==> src/rtl/fpg_pkg.sv <==
package fpg_pkg;

  typedef enum logic [1:0] {
    CMD_PROG = 2'd0,
    CMD_SECT = 2'd1,
    CMD_MASS = 2'd2,
    CMD_NONE = 2'd3
  } fpg_cmd_e;

  // Packed MSB first: field positions match the register layout.
  typedef struct packed {
    logic       open_sel;   // bit 7: 1 = windows are locked islands
    logic       rsvd;       // bit 6: read-only
    logic       hi_dis;     // bit 5
    logic [1:0] hi_size;    // bits 4:3
    logic       lo_dis;     // bit 2
    logic [1:0] lo_size;    // bits 1:0
  } fpg_prot_t;

endpackage

==> src/rtl/fpg_reg.sv <==
module fpg_reg
  import fpg_pkg::*;
(
  input  logic       clk,
  input  logic       rst_n,
  input  logic [7:0] nv_cfg,
  input  logic       wr_en,
  input  logic [7:0] wr_data,
  output logic       loaded_o,
  output fpg_prot_t  prot_o
);

  fpg_prot_t prot_q, prot_d, wr_v;
  logic      loaded_q, loaded_d;
  logic      prot_en;

  assign wr_v = fpg_prot_t'(wr_data);

  always_comb begin
    loaded_d = 1'b1;
    prot_en  = !loaded_q || wr_en;
    prot_d   = prot_q;
    if (!loaded_q) begin
      prot_d = fpg_prot_t'(nv_cfg);
    end else if (wr_en) begin
      prot_d.open_sel = wr_v.open_sel;
      prot_d.hi_dis   = wr_v.hi_dis;
      prot_d.lo_dis   = wr_v.lo_dis;
      // size fields are gated by the disable bit held before the write
      if (prot_q.hi_dis) prot_d.hi_size = wr_v.hi_size;
      if (prot_q.lo_dis) prot_d.lo_size = wr_v.lo_size;
    end
  end

  always_ff @(posedge clk or negedge rst_n) begin
    if (!rst_n) begin
      loaded_q <= 1'b0;
    end else begin
      loaded_q <= loaded_d;
    end
  end

  always_ff @(posedge clk or negedge rst_n) begin
    if (!rst_n) begin
      prot_q <= '0;
    end else if (prot_en) begin
      prot_q <= prot_d;
    end
  end

  assign loaded_o = loaded_q;
  assign prot_o   = prot_q;

  AST_RSVD_FROZEN: assert property (@(posedge clk) disable iff (!rst_n)
    loaded_q |=> $stable(prot_q.rsvd));
  AST_HI_SIZE_LOCK: assert property (@(posedge clk) disable iff (!rst_n)
    (loaded_q && !prot_q.hi_dis) |=> $stable(prot_q.hi_size));
  AST_LO_SIZE_LOCK: assert property (@(posedge clk) disable iff (!rst_n)
    (loaded_q && !prot_q.lo_dis) |=> $stable(prot_q.lo_size));

endmodule

==> src/rtl/fpg_window.sv <==
module fpg_window #(
  parameter int              ADDR_W       = 23,
  parameter int              SIZE_W       = 2,
  parameter int              MIN_LOG2     = 11,
  parameter bit              TOP_ANCHORED = 1'b1,
  parameter logic [ADDR_W-1:0] ANCHOR     = '1
) (
  input  logic [SIZE_W-1:0] size_i,
  output logic [ADDR_W-1:0] first_o,
  output logic [ADDR_W-1:0] last_o
);

  logic [ADDR_W-1:0] span;

  always_comb begin
    span = ADDR_W'(1) << (MIN_LOG2 + int'(size_i));
  end

  generate
    if (TOP_ANCHORED) begin : g_top
      assign last_o  = ANCHOR;
      assign first_o = ANCHOR - span + ADDR_W'(1);
    end else begin : g_base
      assign first_o = ANCHOR;
      assign last_o  = ANCHOR + span - ADDR_W'(1);
    end
  endgenerate

endmodule

==> src/rtl/fpg_viol.sv <==
module fpg_viol (
  input  logic clk,
  input  logic rst_n,
  input  logic set_i,
  input  logic clr_i,
  output logic flag_o
);

  logic flag_q, flag_d, flag_en;

  always_comb begin
    flag_en = set_i || clr_i;
    flag_d  = flag_q ? !clr_i : set_i;
  end

  always_ff @(posedge clk or negedge rst_n) begin
    if (!rst_n) begin
      flag_q <= 1'b0;
    end else if (flag_en) begin
      flag_q <= flag_d;
    end
  end

  assign flag_o = flag_q;

  AST_FLAG_RAISE: assert property (@(posedge clk) disable iff (!rst_n)
    (set_i && !flag_q) |=> flag_q);
  AST_FLAG_CLEAR: assert property (@(posedge clk) disable iff (!rst_n)
    (flag_q && clr_i) |=> !flag_q);
  AST_FLAG_STICKY: assert property (@(posedge clk) disable iff (!rst_n)
    (flag_q && !clr_i) |=> flag_q);

endmodule

==> src/rtl/flash_prot_guard.sv <==
module flash_prot_guard
  import fpg_pkg::*;
#(
  parameter int                ADDR_W    = 23,
  parameter int                MIN_LOG2  = 11,
  parameter int                SECT_LOG2 = 10,
  parameter logic [ADDR_W-1:0] TOP_ADDR  = 23'h7F_FFFF,
  parameter logic [ADDR_W-1:0] LO_BASE   = 23'h7F_8000,
  parameter logic [ADDR_W-1:0] BLK_BASE  = 23'h7C_0000
) (
  input  logic              clk,
  input  logic              rst_n,
  input  logic [7:0]        nv_cfg,
  input  logic              wr_en,
  input  logic [7:0]        wr_data,
  output logic [7:0]        prot_q,
  input  logic              viol_clr,
  input  logic              cmd_valid,
  input  logic [1:0]        cmd_type,
  input  logic [ADDR_W-1:0] cmd_addr,
  output logic              cmd_allow,
  output logic              cmd_deny,
  output logic              viol_flag
);

  localparam logic [ADDR_W-1:0] SECT_MASK = ADDR_W'((1 << SECT_LOG2) - 1);

  fpg_prot_t         prot;
  logic              loaded;
  logic [ADDR_W-1:0] hi_first, hi_last, lo_first, lo_last;
  logic              hi_en, lo_en;
  logic [ADDR_W-1:0] probe_a, probe_b;
  logic              prot_a, prot_b, covered, any_prot, target_prot;
  logic              req_active, req_live, flag, set_viol;
  fpg_cmd_e          ctype;

  fpg_reg u_reg (
    .clk      (clk),
    .rst_n    (rst_n),
    .nv_cfg   (nv_cfg),
    .wr_en    (wr_en),
    .wr_data  (wr_data),
    .loaded_o (loaded),
    .prot_o   (prot)
  );

  fpg_window #(
    .ADDR_W(ADDR_W), .SIZE_W(2), .MIN_LOG2(MIN_LOG2),
    .TOP_ANCHORED(1'b1), .ANCHOR(TOP_ADDR)
  ) u_hi_win (
    .size_i  (prot.hi_size),
    .first_o (hi_first),
    .last_o  (hi_last)
  );

  fpg_window #(
    .ADDR_W(ADDR_W), .SIZE_W(2), .MIN_LOG2(MIN_LOG2),
    .TOP_ANCHORED(1'b0), .ANCHOR(LO_BASE)
  ) u_lo_win (
    .size_i  (prot.lo_size),
    .first_o (lo_first),
    .last_o  (lo_last)
  );

  function automatic logic addr_locked(input logic [ADDR_W-1:0] a,
                                       input logic open_sel,
                                       input logic he, input logic le,
                                       input logic [ADDR_W-1:0] hf,
                                       input logic [ADDR_W-1:0] hl,
                                       input logic [ADDR_W-1:0] lf,
                                       input logic [ADDR_W-1:0] ll);
    logic in_any;
    in_any = (he && a >= hf && a <= hl) || (le && a >= lf && a <= ll);
    return open_sel ? in_any : !in_any;
  endfunction

  always_comb begin
    ctype   = fpg_cmd_e'(cmd_type);
    hi_en   = !prot.hi_dis;
    lo_en   = !prot.lo_dis;
    probe_a = (ctype == CMD_SECT) ? (cmd_addr & ~SECT_MASK) : cmd_addr;
    probe_b = (ctype == CMD_SECT) ? (cmd_addr |  SECT_MASK) : cmd_addr;
    prot_a  = addr_locked(probe_a, prot.open_sel, hi_en, lo_en,
                          hi_first, hi_last, lo_first, lo_last);
    prot_b  = addr_locked(probe_b, prot.open_sel, hi_en, lo_en,
                          hi_first, hi_last, lo_first, lo_last);
  end

  // whole-block coverage by the enabled windows (closed polarity)
  always_comb begin
    logic lo_from_base;
    lo_from_base = lo_en && (lo_first <= BLK_BASE);
    covered = (hi_en && hi_first <= BLK_BASE)
           || (lo_from_base && lo_last == TOP_ADDR)
           || (lo_from_base && hi_en &&
               ({1'b0, lo_last} + 1'b1) >= {1'b0, hi_first});
    any_prot = prot.open_sel ? (hi_en || lo_en) : !covered;
  end

  always_comb begin
    target_prot = (ctype == CMD_MASS) ? any_prot : (prot_a || prot_b);
    req_active  = cmd_valid && (ctype != CMD_NONE);
    req_live    = req_active && loaded;
    cmd_allow   = req_live && !flag && !target_prot;
    cmd_deny    = req_active && !cmd_allow;
    set_viol    = req_live && !flag && target_prot;
  end

  fpg_viol u_viol (
    .clk    (clk),
    .rst_n  (rst_n),
    .set_i  (set_viol),
    .clr_i  (viol_clr),
    .flag_o (flag)
  );

  assign viol_flag = flag;
  assign prot_q    = prot;

  AST_ONE_ANSWER: assert property (@(posedge clk) disable iff (!rst_n)
    req_active |-> (cmd_allow ^ cmd_deny));
  AST_IDLE_QUIET: assert property (@(posedge clk) disable iff (!rst_n)
    !req_active |-> (!cmd_allow && !cmd_deny));
  AST_IDLE_FLAG: assert property (@(posedge clk) disable iff (!rst_n)
    (!req_active && !viol_clr) |=> $stable(viol_flag));
  AST_FLAG_REFUSES: assert property (@(posedge clk) disable iff (!rst_n)
    viol_flag |-> !cmd_allow);
  AST_PRELOAD_DENY: assert property (@(posedge clk) disable iff (!rst_n)
    !loaded |=> (!viol_flag || $past(viol_flag)));

endmodule

==> config.mk <==
export PLATFORM = sky130hd
export DESIGN_NAME = flash_prot_guard
export DESIGN_NICKNAME = d
export VERILOG_FILES = /design/src/rtl/fpg_pkg.sv /design/src/rtl/fpg_reg.sv /design/src/rtl/fpg_window.sv /design/src/rtl/fpg_viol.sv /design/src/rtl/flash_prot_guard.sv
export SDC_FILE = /design/constraint.sdc
export NUM_CORES = 1
export LEC_CHECK = 0
export CORE_MARGIN = 2
export CORE_UTILIZATION = 30
export CTS_BUF_LIST = sky130_fd_sc_hd__clkbuf_4 sky130_fd_sc_hd__clkbuf_8
export DETAILED_ROUTE_END_ITERATION = 10
export PLACE_DENSITY = 0.51
export SYNTH_ARGS = -nofsm -noshare
export SYNTH_HDL_FRONTEND = slang
export SYNTH_HIERARCHICAL = 1
export SYNTH_SLANG_ARGS = --single-unit
==> constraint.sdc <==
create_clock -name clk -period 5.5 [get_ports clk]
set_clock_uncertainty 0.15 [all_clocks]
set_input_delay 0.825 -clock clk [delete_from_list [all_inputs] [get_ports clk]]
set_output_delay 0.825 -clock clk [all_outputs]
set_load 0.05 [all_outputs]
; ---- Word level (Yosys, flattened, before mapping)
; Cells that the tools add are included.
[word_totals]
regBits = 10
input_bits = 46
elab_cells = 80
out_inout_bits = 11
[classes]
n_shift = 2
reduce_logical = 35
n_addsub = 6
bitwise = 1
order_cmp = 9
eq_ne = 6
n_mux = 13
[ops]
columns = cell, count
row1 = $le A23 B23 Y1 const B, 3
row2 = $shl A1 B32 Y23 const A, 2
row3 = $ge A23 B23 Y1, 2
row4 = $ge A23 B23 Y1 const B, 2
row5 = $le A23 B23 Y1, 2
row6 = $add A23 B1 Y23 const B, 1
row7 = $add A23 B23 Y23 const A, 1
row8 = $sub A23 B1 Y23 const B, 1
row9 = $sub A23 B23 Y23 const A, 1
row10 = $mux W10, 2
row11 = $logic_and A1 B1 Y1, 15
row12 = $mux W6, 2
row13 = $add A4 B2 Y5 const A, 2
row14 = $logic_not A1 Y1, 10
row15 = $mux W1, 7
row16 = $logic_or A1 B1 Y1, 6
row17 = $reduce_and A3 Y1, 2
row18 = $mux W2, 2
row19 = $ne A2 B1 Y1 const B, 2
row20 = $ne A2 B2 Y1 const B, 2
row21 = $reduce_and A2 Y1, 2
row22 = $eq A2 B1 Y1 const B, 1
row23 = $eq A2 B2 Y1 const B, 1
row24 = $not A1 Y1, 1

; ---- Logic depth before layout (Yosys ltp)
; Gate-level depths: netlist of run 1.
[logic_depth]
depth_word = 16
ltp_mapped = 22
depth_no_buf = 22

; ---- Hierarchy
; The synthesis of run 1 kept the hierarchy.
[by_module_without_submodules]
columns = module, cells_per_inst, seq_area_each_um2, instances, area_each_um2
row1 = flash_prot_guard, 610, 0.0, 1, 4425.5
row2 = fpg_window at u_lo_win, 60, 0.0, 1, 464.2
row3 = fpg_reg, 38, 225.2, 1, 419.2
row4 = fpg_window at u_hi_win, 53, 0.0, 1, 381.6
row5 = fpg_viol, 3, 25.0, 1, 38.8

; ---- Worst setup path before layout of run 1
; Ideal clock, no wire load.
[synth_timing]
path_type = reg-to-output
start = register, netlist name u_reg/prot_o[0]
end = output port cmd_deny
t_required_ns = 4.525
stages_incl_launch_ff = 16
arrival_time_ns = 4.414
slack_ns = 0.111
n_path_buf = 0
path_cell_list = dfrtp_1 > inv_1 > ha_1 > nand2_1 > ha_1 > xnor2_1 > inv_1 > ha_1 > inv_1 > nor4_2 > nand4_1 > or3_1 > o31a_1 > o32a_1 > and3_4 > o21ai_0
[synth_between]
elab_chain_cells = 15
elab_cells_between_ends = 20
cone_classes = add/sub: 3 / order compare: 2 / shift: 1 / mux: 3 / reduce/logical: 11
[synth_lines]
columns = element, line_no
row1 = $add A4 B2 Y5 (*), fpg_window.sv:16  ; span = ADDR_W'(1) << (MIN_LOG2 + int'(size_i));
row2 = $shl A1 B32 Y23 (*), fpg_window.sv:16
row3 = $add A23 B23 Y23 (*), fpg_window.sv:25  ; assign last_o = ANCHOR + span - ADDR_W'(1);
row4 = $sub A23 B1 Y23 (*), fpg_window.sv:25
row5 = net lo_last[8], flash_prot_guard.sv:30  ; logic [ADDR_W-1:0] hi_first, hi_last, lo_first, lo_last;
row6 = $le A23 B23 Y1, flash_prot_guard.sv:73  ; in_any = (he && a >= hf && a <= hl) || (le && a >= lf && a <= ll);
row7 = $logic_and A1 B1 Y1, flash_prot_guard.sv:73
row8 = $logic_or A1 B1 Y1, flash_prot_guard.sv:73
row9 = $logic_not A1 Y1, flash_prot_guard.sv:74  ; return open_sel ? in_any : !in_any;
row10 = $mux W1, flash_prot_guard.sv:74
row11 = $logic_or A1 B1 Y1 (*), flash_prot_guard.sv:101  ; target_prot = (ctype == CMD_MASS) ? any_prot : (prot_a || prot_b);
row12 = $mux W1 (*), flash_prot_guard.sv:101
row13 = $logic_not A1 Y1 (*), flash_prot_guard.sv:104  ; cmd_allow = req_live && !flag && !target_prot;
row14 = $logic_and A1 B1 Y1 (*), flash_prot_guard.sv:104
row15 = $logic_not A1 Y1 (*), flash_prot_guard.sv:105  ; cmd_deny = req_active && !cmd_allow;
row16 = $logic_and A1 B1 Y1 (*), flash_prot_guard.sv:105
row17 = to (decl), flash_prot_guard.sv:22  ; output logic cmd_deny,
; Mark *: on every way through the listed nets, which the timed path passes. The rest lies on a longest branch.

; ---- Worst setup path in the final report of run 1
[layout_timing]
start = register, netlist name u_reg/prot_o[0]
end = output port cmd_deny
[layout_between]
elab_chain_cells = 15
elab_cells_between_ends = 20
cone_classes = add/sub: 3 / order compare: 2 / shift: 1 / mux: 3 / reduce/logical: 11
[layout_lines]
columns = element, line_no
row1 = $add A4 B2 Y5 (*), fpg_window.sv:16
row2 = $shl A1 B32 Y23 (*), fpg_window.sv:16
row3 = $add A23 B23 Y23 (*), fpg_window.sv:25
row4 = $sub A23 B1 Y23 (*), fpg_window.sv:25
row5 = net lo_last[8], flash_prot_guard.sv:30
row6 = $le A23 B23 Y1, flash_prot_guard.sv:73
row7 = $logic_and A1 B1 Y1, flash_prot_guard.sv:73
row8 = $logic_or A1 B1 Y1, flash_prot_guard.sv:73
row9 = $logic_not A1 Y1, flash_prot_guard.sv:74
row10 = $mux W1, flash_prot_guard.sv:74
row11 = $logic_or A1 B1 Y1 (*), flash_prot_guard.sv:101
row12 = $mux W1 (*), flash_prot_guard.sv:101
row13 = $logic_not A1 Y1 (*), flash_prot_guard.sv:104
row14 = $logic_and A1 B1 Y1 (*), flash_prot_guard.sv:104
row15 = $logic_not A1 Y1 (*), flash_prot_guard.sv:105
row16 = $logic_and A1 B1 Y1 (*), flash_prot_guard.sv:105
; Marked as above.

==> metrics.md, run 1 <==
| Metric | Value |
|---|---|
| P_int | `0.000376 W` |
| Max VDD drop | `0.0713 mV` |
| GRT overflow | `0` |
| Register area share after synthesis | `0.0437` |
| Slew Limit Fails | `0` |
| Crit path buf inv count | `4` |
| Final period util | `0.940` |
| Port-buffer cells | `55` |
| Crit-path cells | `inv_1 -> ha_1 -> nand2_1 -> ha_1 -> xnor2_2 -> inv_1 -> ha_1 -> inv_1 -> nor4_2 -> nand4_1 -> or3_1 -> o31a_1 -> o32a_1 -> o311ai_0 -> o21ai_1 -> buf_12` |
| Initial antenna violation count | `0` |
| WL per Instance | `14.0 um` |
| Sw Pwr | `0.000363 W` |
| Clock Sinks | `10` |
| Net Sw Frac | `0.491` |
| Clk Latency, worst-skew pair | `0.24 ns` |
| Die X | `142 um` |
| Synth warn | `6` |
| CP endpoint kind | `output port` |
| Register Area | `250 um^2` |
| WL met3 | `341 um` |
| Avg Inst Size Synth | `7.50 um^2` |
| Ys async rst share | `1.00` |
| Max Clock Freq | `193 MHz` |
| DRC Markers | `0` |
| Initial Util | `0.306` |
| Outcome | `completed` |
| Area of the multi-input gates | `4780 um^2` |
| Final hold violation count | `0` |
| Synth Flop Type | `dfrtp_1` |
| Post-synth EDFFs | `0` |
| Area growth, synth to finish | `11.3%` |
| RSZ-0062 raised after global routing | `no` |
| Rel. slew slack | `0.576` |
| Rows | `50` |
| #FFs+latches synth | `10` |
| Die area | `20200 um^2` |
| Yosys cell types | `58` |
| Comb pwr share | `0.741` |
| CP max-delay cell | `dfrtp_1` |
| Minimum clock period | `5.17 ns` |
| First-pass GRT wire length | `24.1 mm` |
| Vias per cell | `4.65` |
| Synth Instances | `764` |
| Total track usage | `0.148` |
| Setup TNS | `0 ns` |
| Max-cap violations | `0` |
| Tot Pwr | `0.000739 W` |
| CTS Buffer Depth | `2` |
| Least-Margin Pin Slew | `0.630 ns` |
| Mapped cell area | `5730 um^2` |
| Drt pass-1 iters | `5` |
| Worst endpoint required time | `4.53 ns` |
| HP Class | `reg2reg` |
| Sequential power share | `0.134` |
| Worst path max stage delay | `0.46 ns` |
| Worst path arrival time | `4.19 ns` |
| Dpl hpwl | `13.2 mm` |
| Clock transition at path regs | `0.05 ns` |
| Critical path type | `reg2out` |
| Leakage | `3.47 nW` |
| Iteration-0 DRC Markers | `243` |
| DIE HEIGHT | `142 um` |
| Crit-path max FO | `7` |
| Clock share of power | `0.125` |
| CTS root buf | `clkbuf_8` |
| Max H-tree Level | `1` |
| Top layer in use | `met4` |
| Setup WS pre-CTS | `0.235 ns` |
| GPL Wtd Cong | `0.884` |
| Commonest non-fill, non-tap cell in the layout | `ha_1` |
| # IOs | `57` |
| Ant diodes | `0` |
| Pwr Density | `116 nW/um^2` |
| DRT Wirelength | `14.8 mm` |
| Routed met1 length | `7.86 mm` |
| Final hold slack | `0.349 ns` |
| CTS buffer count | `3` |
| Final nets | `1038` |
| Commonest cells after routing, fill and taps aside | `168 x ha_1, 103 x inv_1, 77 x conb_1` |
| DR WL met2 | `6.62 mm` |
| ANT nets after route | `0` |
| Vias in the first global route | `4729` |
| Fillers | `2018` |
| Endpoints failing setup | `0` |
| Startpoint types | `flip-flop` |
| Setup ws final | `0.331 ns` |
| CTS tree | `done` |
| Via count | `4916` |
| Largest net degree at the start of global routing | `17` |
| Core footprint | `18700 um^2` |
| Critical path's top delay family | `simple AND/OR/NAND/NOR gates` |
| Layout cell share with drive strength beyond 1 | `0.0243` |
==> cells by family (layout without fill, tap and decap cells) <==
logic type,Yosys count,count (layout),share of synthesized area
buffers and inverters,181,168,0.171
adder cells (fa/ha/maj),168,168,0.367
AO/OA/AOI/OAI,164,164,0.177
XOR/XNOR,23,23,0.0352
flip-flops,10,10,0.0437
AND/OR/NAND/NOR,208,208,0.194
other,5,77,0.00328
multiplexers,5,5,0.00895
==> state kept, by name, summed over array words and instances, names as in the netlist <==
| register | flops |
|---|---|
| u_reg/loaded_o | 1 |
| u_reg/prot_o | 8 |
| u_viol/flag_o | 1 |
==> power groups by stage <==
stage          Combinational (W)  Sequential (W)   Clock, W
6_report                0.000548       0.0000993  0.0000922
5_1_grt                 0.000631        0.000102  0.0000984
4_1_cts                 0.000526       0.0000995  0.0000939
3_5_place_dp            0.000522        0.000101          0
3_3_place_gp            0.000520        0.000101          0
2_1_floorplan           0.000391        0.000118          0
==> Yosys cell counts, drive strengths merged (3+ instances only) <==
| library cell | count | area, um^2 |
|---|---|---|
| and4 | 3 | 26.3 |
| nor3 | 11 | 55.1 |
| o21ai | 33 | 165 |
| xnor2 | 22 | 193 |
| buf | 77 | 589 |
| a21oi | 69 | 345 |
| a211oi | 4 | 30.0 |
| nor2b | 3 | 18.8 |
| a221oi | 3 | 26.3 |
| conb | 5 | 18.8 |
| nor4 | 16 | 106 |
| dfrtp | 10 | 250 |
| ha | 168 | 2100 |
| nand3 | 33 | 165 |
| a31oi | 10 | 62.6 |
| nand2 | 42 | 158 |
| nand2b | 18 | 113 |
| nand4 | 30 | 194 |
| and2 | 11 | 68.8 |
| nor2 | 25 | 93.8 |
| a21o | 14 | 105 |
| a21bo | 4 | 40.0 |
| and3 | 6 | 42.5 |
| nand3b | 4 | 30.0 |
| inv | 103 | 387 |
| mux2i | 4 | 40.0 |
| o21a | 4 | 30.0 |
==> timing repair <==
item	CTS	global route
hold buffers	0	0
setup buffers	0	0
setup endpoints to repair	0	1
gates resized for setup	0	2
==> through the flow <==
| stage | instance area (um^2) | util | cells |
|---|---|---|---|
| after floorplan | 6000 | - | 836 |
| after global placement | 6310 | 0.338 | 1053 |
| after detailed placement | 6310 | 0.338 | 1053 |
| after CTS | 6370 | 0.341 | 1057 |
| after global routing | 6380 | 0.341 | 1057 |
| final | 6380 | 0.341 | 1057 |
==> worst reg2reg max path, stage by stage (launching register included) <==
cell and delay, ns:
dfrtp_1 0.46, inv_1 0.17, ha_1 0.24, nand2_1 0.18, ha_1 0.26, xnor2_2 0.23, inv_1 0.07, ha_1 0.36
inv_1 0.07, nor4_2 0.34, nand4_1 0.17, or3_1 0.39, o31a_1 0.11, o32a_1 0.21, and3_4 0.20, o41ai_2 0.27
inv_1 0.06, mux2i_1 0.12
==> layer usage <==
layer,global-route usage,up-vias
li1,-,2712
met1,0.223,2142
met2,0.247,60
met3,0.00639,2
met4,0.00316,0
met5,0,-
==> area by class of cell <==
| class | instances | area share |
|---|---|---|
| clock buffer | 4 | 0.00863 |
| inverter | 103 | 0.0606 |
| tap | 234 | 0.0459 |
| sequential | 10 | 0.0392 |
| timing repair buffer | 61 | 0.0965 |
| multi-input combinational | 645 | 0.749 |
==> path summary, 6_finish.rpt <==
check	from	endpoint	slack, ns	depth (start not counted)
setup / recovery	u_reg/prot_o[0]	cmd_deny	0.33	16
setup reg to reg	u_reg/prot_o[0]	u_viol/flag_o	1.37	17
hold / removal	u_viol/flag_o	u_viol/flag_o	0.35	1
min in group asynchronous	rst_n	u_reg/prot_o[6]	0.77	1
hold reg to reg	u_viol/flag_o	u_viol/flag_o	0.35	1
max in group asynchronous	rst_n	u_reg/prot_o[1]	4.09	1
Note: power is estimated with default switching activity, not from simulation.
==> run 2, diff against run 1 <==
Settings changed: ABC_AREA set to 0, SETUP_SLACK_MARGIN set to 0.02, SLEW_MARGIN set to 20.
==> results of run 2 <==
Final layout, timing and power as in run 1 (identical DEF).
